**src/rtl/bchk_pkg.sv**
```systemverilog
package bchk_pkg;

    localparam int NUM_COND = 5;
    localparam int CODE_W   = $clog2(NUM_COND);

    typedef enum logic [CODE_W-1:0] {
        CAUSE_TRACE = 3'd0,
        CAUSE_IRQ   = 3'd1,
        CAUSE_HALT  = 3'd2,
        CAUSE_ODDPC = 3'd3,
        CAUSE_STACK = 3'd4
    } cause_e;

    // Bit order equals priority order: bit 0 is checked first.
    typedef struct packed {
        logic stack_ovf;
        logic odd_pc;
        logic halt;
        logic irq;
        logic trace;
    } cond_vec_t;

    typedef struct packed {
        logic                fetch_go;
        logic                svc_valid;
        logic [NUM_COND-1:0] onehot;
        logic [CODE_W-1:0]   code;
    } verdict_t;

    function automatic logic [CODE_W-1:0] onehot_to_code(input logic [NUM_COND-1:0] oh);
        logic [CODE_W-1:0] c;
        c = '0;
        for (int i = 0; i < NUM_COND; i++) begin
            if (oh[i]) c = CODE_W'(i);
        end
        return c;
    endfunction

endpackage

```
**src/rtl/cond_capture.sv**
```systemverilog
module cond_capture
    import bchk_pkg::*;
#(
    parameter int                WORD_W      = 16,
    parameter logic [WORD_W-1:0] STACK_FLOOR = 16'h0100
) (
    input  logic              trace_pending,
    input  logic              trace_masked,
    input  logic              irq_req,
    input  logic              halt_req,
    input  logic [WORD_W-1:0] pc_value,
    input  logic [WORD_W-1:0] sp_value,
    input  logic              push_active,
    input  logic              fast_mode,
    output cond_vec_t         cond
);
    logic unused_pc_hi;
    logic odd_raw;
    logic floor_raw;

    assign unused_pc_hi = ^pc_value[WORD_W-1:1];
    assign odd_raw      = pc_value[0];
    assign floor_raw    = push_active && (sp_value < STACK_FLOOR);

    always_comb begin
        cond           = '0;
        cond.trace     = trace_pending && !trace_masked;
        cond.irq       = irq_req;
        cond.halt      = halt_req;
        cond.odd_pc    = odd_raw && !fast_mode;
        cond.stack_ovf = floor_raw && !fast_mode;
    end
endmodule

```
**src/rtl/prio_select.sv**
```systemverilog
module prio_select #(
    parameter int N = 5
) (
    input  logic [N-1:0] req,
    output logic [N-1:0] grant,
    output logic         any
);
    logic [N-1:0] blocked;

    for (genvar i = 0; i < N; i++) begin : g_chain
        if (i == 0) begin : g_head
            assign blocked[i] = 1'b0;
        end else begin : g_link
            assign blocked[i] = blocked[i-1] | req[i-1];
        end
        assign grant[i] = req[i] & ~blocked[i];
    end

    assign any = |req;
endmodule

```
**src/rtl/trace_suppress.sv**
```systemverilog
module trace_suppress (
    input  logic clk,
    input  logic rst,
    input  logic ret_done,
    input  logic ret_trace,
    input  logic boundary_valid,
    output logic trace_masked
);
    logic arm;
    assign arm = ret_done && ret_trace;

    always_ff @(posedge clk) begin
        if (rst)                 trace_masked <= 1'b0;
        else if (arm)            trace_masked <= 1'b1;
        else if (boundary_valid) trace_masked <= 1'b0;
    end

    p_arm_r8: assert property (@(posedge clk) disable iff (rst)
        arm |=> trace_masked);
    p_consume_r8: assert property (@(posedge clk) disable iff (rst)
        (boundary_valid && !arm) |=> !trace_masked);
    p_rti_keeps_r9: assert property (@(posedge clk) disable iff (rst)
        (ret_done && !ret_trace && !boundary_valid) |=> $stable(trace_masked));
endmodule

```
**src/rtl/boundary_exc_check.sv**
```systemverilog
module boundary_exc_check
    import bchk_pkg::*;
#(
    parameter int                WORD_W      = 16,
    parameter logic [WORD_W-1:0] STACK_FLOOR = 16'h0100
) (
    input  logic              clk,
    input  logic              rst,
    input  logic              boundary_valid,
    input  logic              trace_pending,
    input  logic              irq_req,
    input  logic              halt_req,
    input  logic [WORD_W-1:0] pc_value,
    input  logic [WORD_W-1:0] sp_value,
    input  logic              push_active,
    input  logic              fast_mode,
    input  logic              ret_done,
    input  logic              ret_trace,
    output logic              fetch_go,
    output logic              svc_valid,
    output logic [NUM_COND-1:0] svc_onehot,
    output logic [CODE_W-1:0]   svc_code
);
    logic                trace_masked;
    cond_vec_t           cond;
    logic [NUM_COND-1:0] grant;
    logic                any_cond;
    verdict_t            verdict_q;

    trace_suppress u_mask (
        .clk            (clk),
        .rst            (rst),
        .ret_done       (ret_done),
        .ret_trace      (ret_trace),
        .boundary_valid (boundary_valid),
        .trace_masked   (trace_masked)
    );

    cond_capture #(.WORD_W(WORD_W), .STACK_FLOOR(STACK_FLOOR)) u_cond (
        .trace_pending (trace_pending),
        .trace_masked  (trace_masked),
        .irq_req       (irq_req),
        .halt_req      (halt_req),
        .pc_value      (pc_value),
        .sp_value      (sp_value),
        .push_active   (push_active),
        .fast_mode     (fast_mode),
        .cond          (cond)
    );

    prio_select #(.N(NUM_COND)) u_prio (
        .req   (cond),
        .grant (grant),
        .any   (any_cond)
    );

    // Verdict is a one-cycle pulse following each boundary strobe.
    always_ff @(posedge clk) begin
        if (rst || !boundary_valid) begin
            verdict_q <= '0;
        end else begin
            verdict_q.fetch_go  <= !any_cond;
            verdict_q.svc_valid <= any_cond;
            verdict_q.onehot    <= grant;
            verdict_q.code      <= onehot_to_code(grant);
        end
    end

    assign fetch_go   = verdict_q.fetch_go;
    assign svc_valid  = verdict_q.svc_valid;
    assign svc_onehot = verdict_q.onehot;
    assign svc_code   = verdict_q.code;

    p_reset_quiet_r1: assert property (@(posedge clk)
        rst |=> (!fetch_go && !svc_valid && svc_onehot == '0));
    p_exclusive_r2: assert property (@(posedge clk) disable iff (rst)
        !(fetch_go && svc_valid));
    p_answer_r2: assert property (@(posedge clk) disable iff (rst)
        boundary_valid |=> (fetch_go ^ svc_valid));
    p_idle_r2: assert property (@(posedge clk) disable iff (rst)
        !boundary_valid |=> (!fetch_go && !svc_valid));
    p_single_r3: assert property (@(posedge clk) disable iff (rst)
        $onehot0(svc_onehot));
    p_valid_map_r3: assert property (@(posedge clk) disable iff (rst)
        svc_valid == (svc_onehot != '0));
    p_irq_rank_r3: assert property (@(posedge clk) disable iff (rst)
        (boundary_valid && irq_req) |=> (svc_valid && svc_code <= CAUSE_IRQ));
    p_halt_rank_r3: assert property (@(posedge clk) disable iff (rst)
        (boundary_valid && halt_req) |=> (svc_valid && svc_code <= CAUSE_HALT));
    p_odd_r5: assert property (@(posedge clk) disable iff (rst)
        (boundary_valid && pc_value[0] && !fast_mode) |=> svc_valid);
    p_bypass_r7: assert property (@(posedge clk) disable iff (rst)
        (boundary_valid && fast_mode) |=> (!svc_onehot[3] && !svc_onehot[4]));
endmodule

```
**config.mk**
```make
export PLATFORM = sky130hd
export DESIGN_NAME = boundary_exc_check
export DESIGN_NICKNAME = d
export VERILOG_FILES = /design/src/rtl/bchk_pkg.sv /design/src/rtl/cond_capture.sv /design/src/rtl/prio_select.sv /design/src/rtl/trace_suppress.sv /design/src/rtl/boundary_exc_check.sv
export SDC_FILE = /design/constraint.sdc
export NUM_CORES = 1
export LEC_CHECK = 0
export ABC_AREA = 1
export ABC_CLOCK_PERIOD_IN_PS = 1260
export BUFFER_PORTS_ARGS = -buffer_cell sky130_fd_sc_hd__buf_4
export CAP_MARGIN = 0
export CORE_AREA = 2 2 39 41
export CTS_CLUSTER_DIAMETER = 100
export DETAILED_ROUTE_END_ITERATION = 10
export DIE_AREA = 0 0 41 43
export PLACE_DENSITY_LB_ADDON = 0.25
export SLEW_MARGIN = 20
export SYNTH_ARGS = -nofsm -noshare
export SYNTH_HDL_FRONTEND = slang
export SYNTH_SLANG_ARGS = --single-unit
```
**constraint.sdc**
```tcl
create_clock -name clk -period 1.26 [get_ports clk]
set_clock_uncertainty 0.1 [all_clocks]
set_input_delay 0.252 -clock clk [delete_from_list [all_inputs] [get_ports clk]]
set_output_delay 0.252 -clock clk [all_outputs]
set_load 0.005 [all_outputs]
```
; Word level (Yosys, flattened, before mapping)
; Cells that the tools add are included.
[totals]
elab_cells = 37
reg_bits = 11
out_inout_bits = 10
[classes]
n_reduce_logical = 13
bitwise = 11
mux = 6
n_lt_le_gt_ge = 1
[op_table]
columns = operator, n
row1 = "less-than comparator 16 x 9 -> 1 bit, second input constant", 1
row2 = 2-to-1 mux 3 bit, 3
row3 = logical AND 1 bit, 5
row4 = OR reduction 5 bit, 1
row5 = bitwise AND 1 bit, 4
row6 = logical NOT 1 bit, 4
row7 = NOT 1 bit, 4
row8 = 2-to-1 mux 1 bit, 3
row9 = OR 1 bit, 3
row10 = nonzero test 2 bit, 1
row11 = OR reduction 2 bit, 1
row12 = logical OR 1 bit, 1

; Logic depth before layout (Yosys ltp)
[logic_depth]
ltp_word = 8
mapped_depth = 6
depth_no_buf = 6

; Hierarchy
; From an unflattened synthesis, not the netlist that was laid out.
[hier_totals]
cells_unflattened = 63
hier_area_um2 = 429.2
[modules_own_cells]
columns = module, seq_area_each_um2, n_inst, cells_each, area_each_um2
row1 = boundary_exc_check, 180.2, 1, 30, 265.3
row2 = cond_capture, 0.0, 1, 14, 62.6
row3 = prio_select, 0.0, 1, 14, 61.3
row4 = trace_suppress, 20.0, 1, 5, 40.0

; Least setup slack after synthesis
; No wires, ideal clock.
[synth_timing]
path_type = register to register
from = reg u_mask.trace_masked
to = reg svc_valid (netlist name)
period_less_slack_ns = 0.846
path_stages_with_launch = 6
setup_slack_ns = 0.414
required_ns = 1.045
arrival_ns = 0.630
path_cell_list = dfxtp_1 -> inv_2 -> nand2_4 -> nand4_1 -> nor2_1 -> nor2_1
[synth_between]
elab_chain_len = 3
[synth_rtl]
columns = element, line
row1 = "start, declared", trace_suppress.sv:7  ; output logic trace_masked
row2 = "start signal, assigned", trace_suppress.sv:13  ; if (rst) trace_masked <= 1'b0;
row3 = "start signal, assigned", trace_suppress.sv:14  ; else if (arm) trace_masked <= 1'b1;
row4 = "start signal, assigned", trace_suppress.sv:15  ; else if (boundary_valid) trace_masked <= 1'b0;
row5 = logical NOT 1 bit, cond_capture.sv:27  ; cond.trace = trace_pending && !trace_masked;
row6 = logical AND 1 bit, cond_capture.sv:27
row7 = OR reduction 5 bit, prio_select.sv:19  ; assign any = |req;
; Every way passes these cells.
; A chain may end at the register's enable or synchronous reset.

==> reports/metrics.cfg <==
[critical_path]
crit_path_end_kind = output port
cp_num_buf_inv = 1
critical_path_depth = 1
crit_family = flip-flops
crit_path_start_kind = register
arrival_ps = 730
required_ps = 910
slowest_stage = dfxtp_1
r2r_start = u_mask.trace_masked
path_cells = buf_4
r2r_cells = 6
r2r_end = fetch_go
critPathMaxFanout = 2
regToRegSetupSlack_ps = 350
slowest_delay_ps = 350
crit_type = reg -> out

[global_route]
grt_pass1_wl_um = 1373
grt_max_degree = 9
antenna_found_initial = 0
grt_usage_pct = 12.47
grt_pass1_vias = 365
gr-total-overflow = 0

[place]
hpwlAfterDp_um = 692.3
port_buffers = 28
gp_congestion = 0.7115

[floorplanning]
fp-row-count = 14
ioPinCount = 52
fp.dieArea_um2 = 1763
die_w_um = 41
initial_core_util_pct = 28.66
coreArea_um2 = 1384
die_h_um = 43

[synthesis]
ys_warn_count = 0
yosys.area_share.simple_pct = 34.70
synth.area.mux_share_pct = 0
yosysTopAreaCell = dfxtp_1
synth-xor-area-share_pct = 0
synth_adder_area_share_pct = 0
syn_avg_cell_area_um2 = 7.933
ys_seq_area_share_pct = 50.47
yosys.cell_types.count = 16
synthesis.area_um2 = 396.6
synth_cells = 50
synth_compound_area_share_pct = 7.256
synth_top_family_by_area = simple AND/OR/NAND/NOR gates
synth-seq-cells = 10
synth_area_leaders = dfxtp_1, nor2_1, nand2_1
syn_nets = 92
synth_top_area_share_pct = 50.47

[timing]
timing_hold_violations_final = 0
report.final.slew_viol_count = 0
rsz0062_at_grt = false
post-route-min-period_ps = 1078
relSlewSlack_pct = 89.56
fin_setup_tns_ps = 0
fin_hold_ws_ps = 48.49
setup_viol = 0
clock.fmax_mhz = 927.4
tightest_slew_ps = 155.4
period_share_pct = 85.57

[route]
num_vias = 419
ant_nets = 0
dr.pass1.iters = 4
wirelength_um = 835
wire_per_inst_um = 8.608
drt-initial-drc-count = 4
viasPerCell = 4.320
route.detailed.drc = 0

[power_and_ir_drop]
p_total_w = 0.0007156
leakagePower_nw = 0.3191
power.density_nw_per_um2 = 1092
ir_worst_vdd_uv = 408.0

[cts]
clock-root-buffer = clkbuf_4
cts_tree = yes
clock_latency_ps = 260
cts_buffers = 3
clkSinkCount = 10
cts_hold_buf = 0
clockBufferDepth = 2
h-tree-depth = 1
post_cts_resized = 0
cts_setup_buffers = 0
path_clk_slew_ps = 70

[final_layout]
fillers = 137
final_layout_size_suffix_gt1_share_pct = 53.09
num_antenna_cells = 0
syn_to_final_growth_pct = 65.30
final_common_cell = buf_4
final_cell_mix = buf_4, nor2_1, dfxtp_1
nNetsFinal = 124

[worst_hold_path]
hold_end = u_mask.trace_masked
worstHoldStart = rst
min_path_type = in -> reg
hold_path_depth = 2

[outcome]
status = complete, no violations

[run]
cap_violations = 0

## cell type report
type / count / area, µm² / share of cell area [%]
timing repair buffer: 28 / 210.2 / 32.06
sequential: 10 / 200.2 / 30.53
multi-input combinational: 33 / 166.4 / 25.38
clock buffer: 4 / 36.28 / 5.534
inverter: 6 / 22.52 / 3.435
tap: 16 / 20.02 / 3.053
## cells by family (layout without fill, tap and decap cells)
| kind of cell | Yosys count | in the layout |
|---|---|---|
| simple gates | 29 | 29 |
| compound gates | 4 | 4 |
| flops | 10 | 10 |
| buf+inv | 7 | 38 |
## power breakdown
group | internal, W | leakage [nW] | switching [W]
sequential | 0.000325 | 0.0815 | 0.00000276
combinational | 0.0000587 | 0.217 | 0.0000430
clock | 0.000175 | 0.0210 | 0.000110
total | 0.000559 | 0.319 | 0.000156
## cells in the mapped netlist, drive strengths merged
master and number:
dfxtp 10, nor2 14, o22ai 1, buf 1
nand2 9, o21ai 1, inv 6, nand4 1
nor3 1, a21oi 1, a211oi 1, nand3 4
## worst reg2reg max path: cells and delay by family (launching register included)
family,cells,cell delay [ps]
DFF,1,340
AOI/OAI and AO/OA,1,70
and+or+nand+nor,4,300
buffers and inverters,1,50
## how the worst max path moves through the flow
stage                        start            end  slack (ps)
3_5_place_dp           sp_value[8]  svc_onehot[4]         230
2_1_floorplan  u_mask.trace_masked      svc_valid         410
3_3_place_gp           sp_value[8]  svc_onehot[4]         260
5_1_grt              svc_onehot[4]    svc_code[2]         150
6_report             svc_onehot[4]    svc_code[2]         180
4_1_cts              svc_onehot[4]    svc_code[2]         170
## stage by stage
| stage | cell area (µm²) | std cells | worst slack, ps | utilization [%] |
|---|---|---|---|---|
| final | 655.6 | 97 | 181.8 | 47.38 |
| after global routing | 655.6 | 97 | 147.2 | 47.38 |
| after CTS | 655.6 | 97 | 170.6 | 47.38 |
| after detailed placement | 619.3 | 93 | 230.5 | 44.76 |
| after global placement | 619.3 | 93 | 260.4 | 44.76 |
| after floorplan | 396.6 | 50 | 414.1 | - |
## routing by layer
metal / vias to the layer above / wire (µm) / GRT usage (%)
met3: 5 / 88 / 5.236
met2: 22 / 416 / 17.50
met5: - / 0 / 0
met1: 173 / 292 / 12.94
met4: 0 / 38 / 12.00
li1: 219 / - / -
## flip-flops by register name, summed over array words and instances, names as in the netlist
| name | flops |
|---|---|
| svc_code | 2 |
| svc_valid | 1 |
| fetch_go | 1 |
| u_mask.trace_masked | 1 |
| svc_onehot | 5 |
No activity file was read; power rests on OpenSTA's default activity.
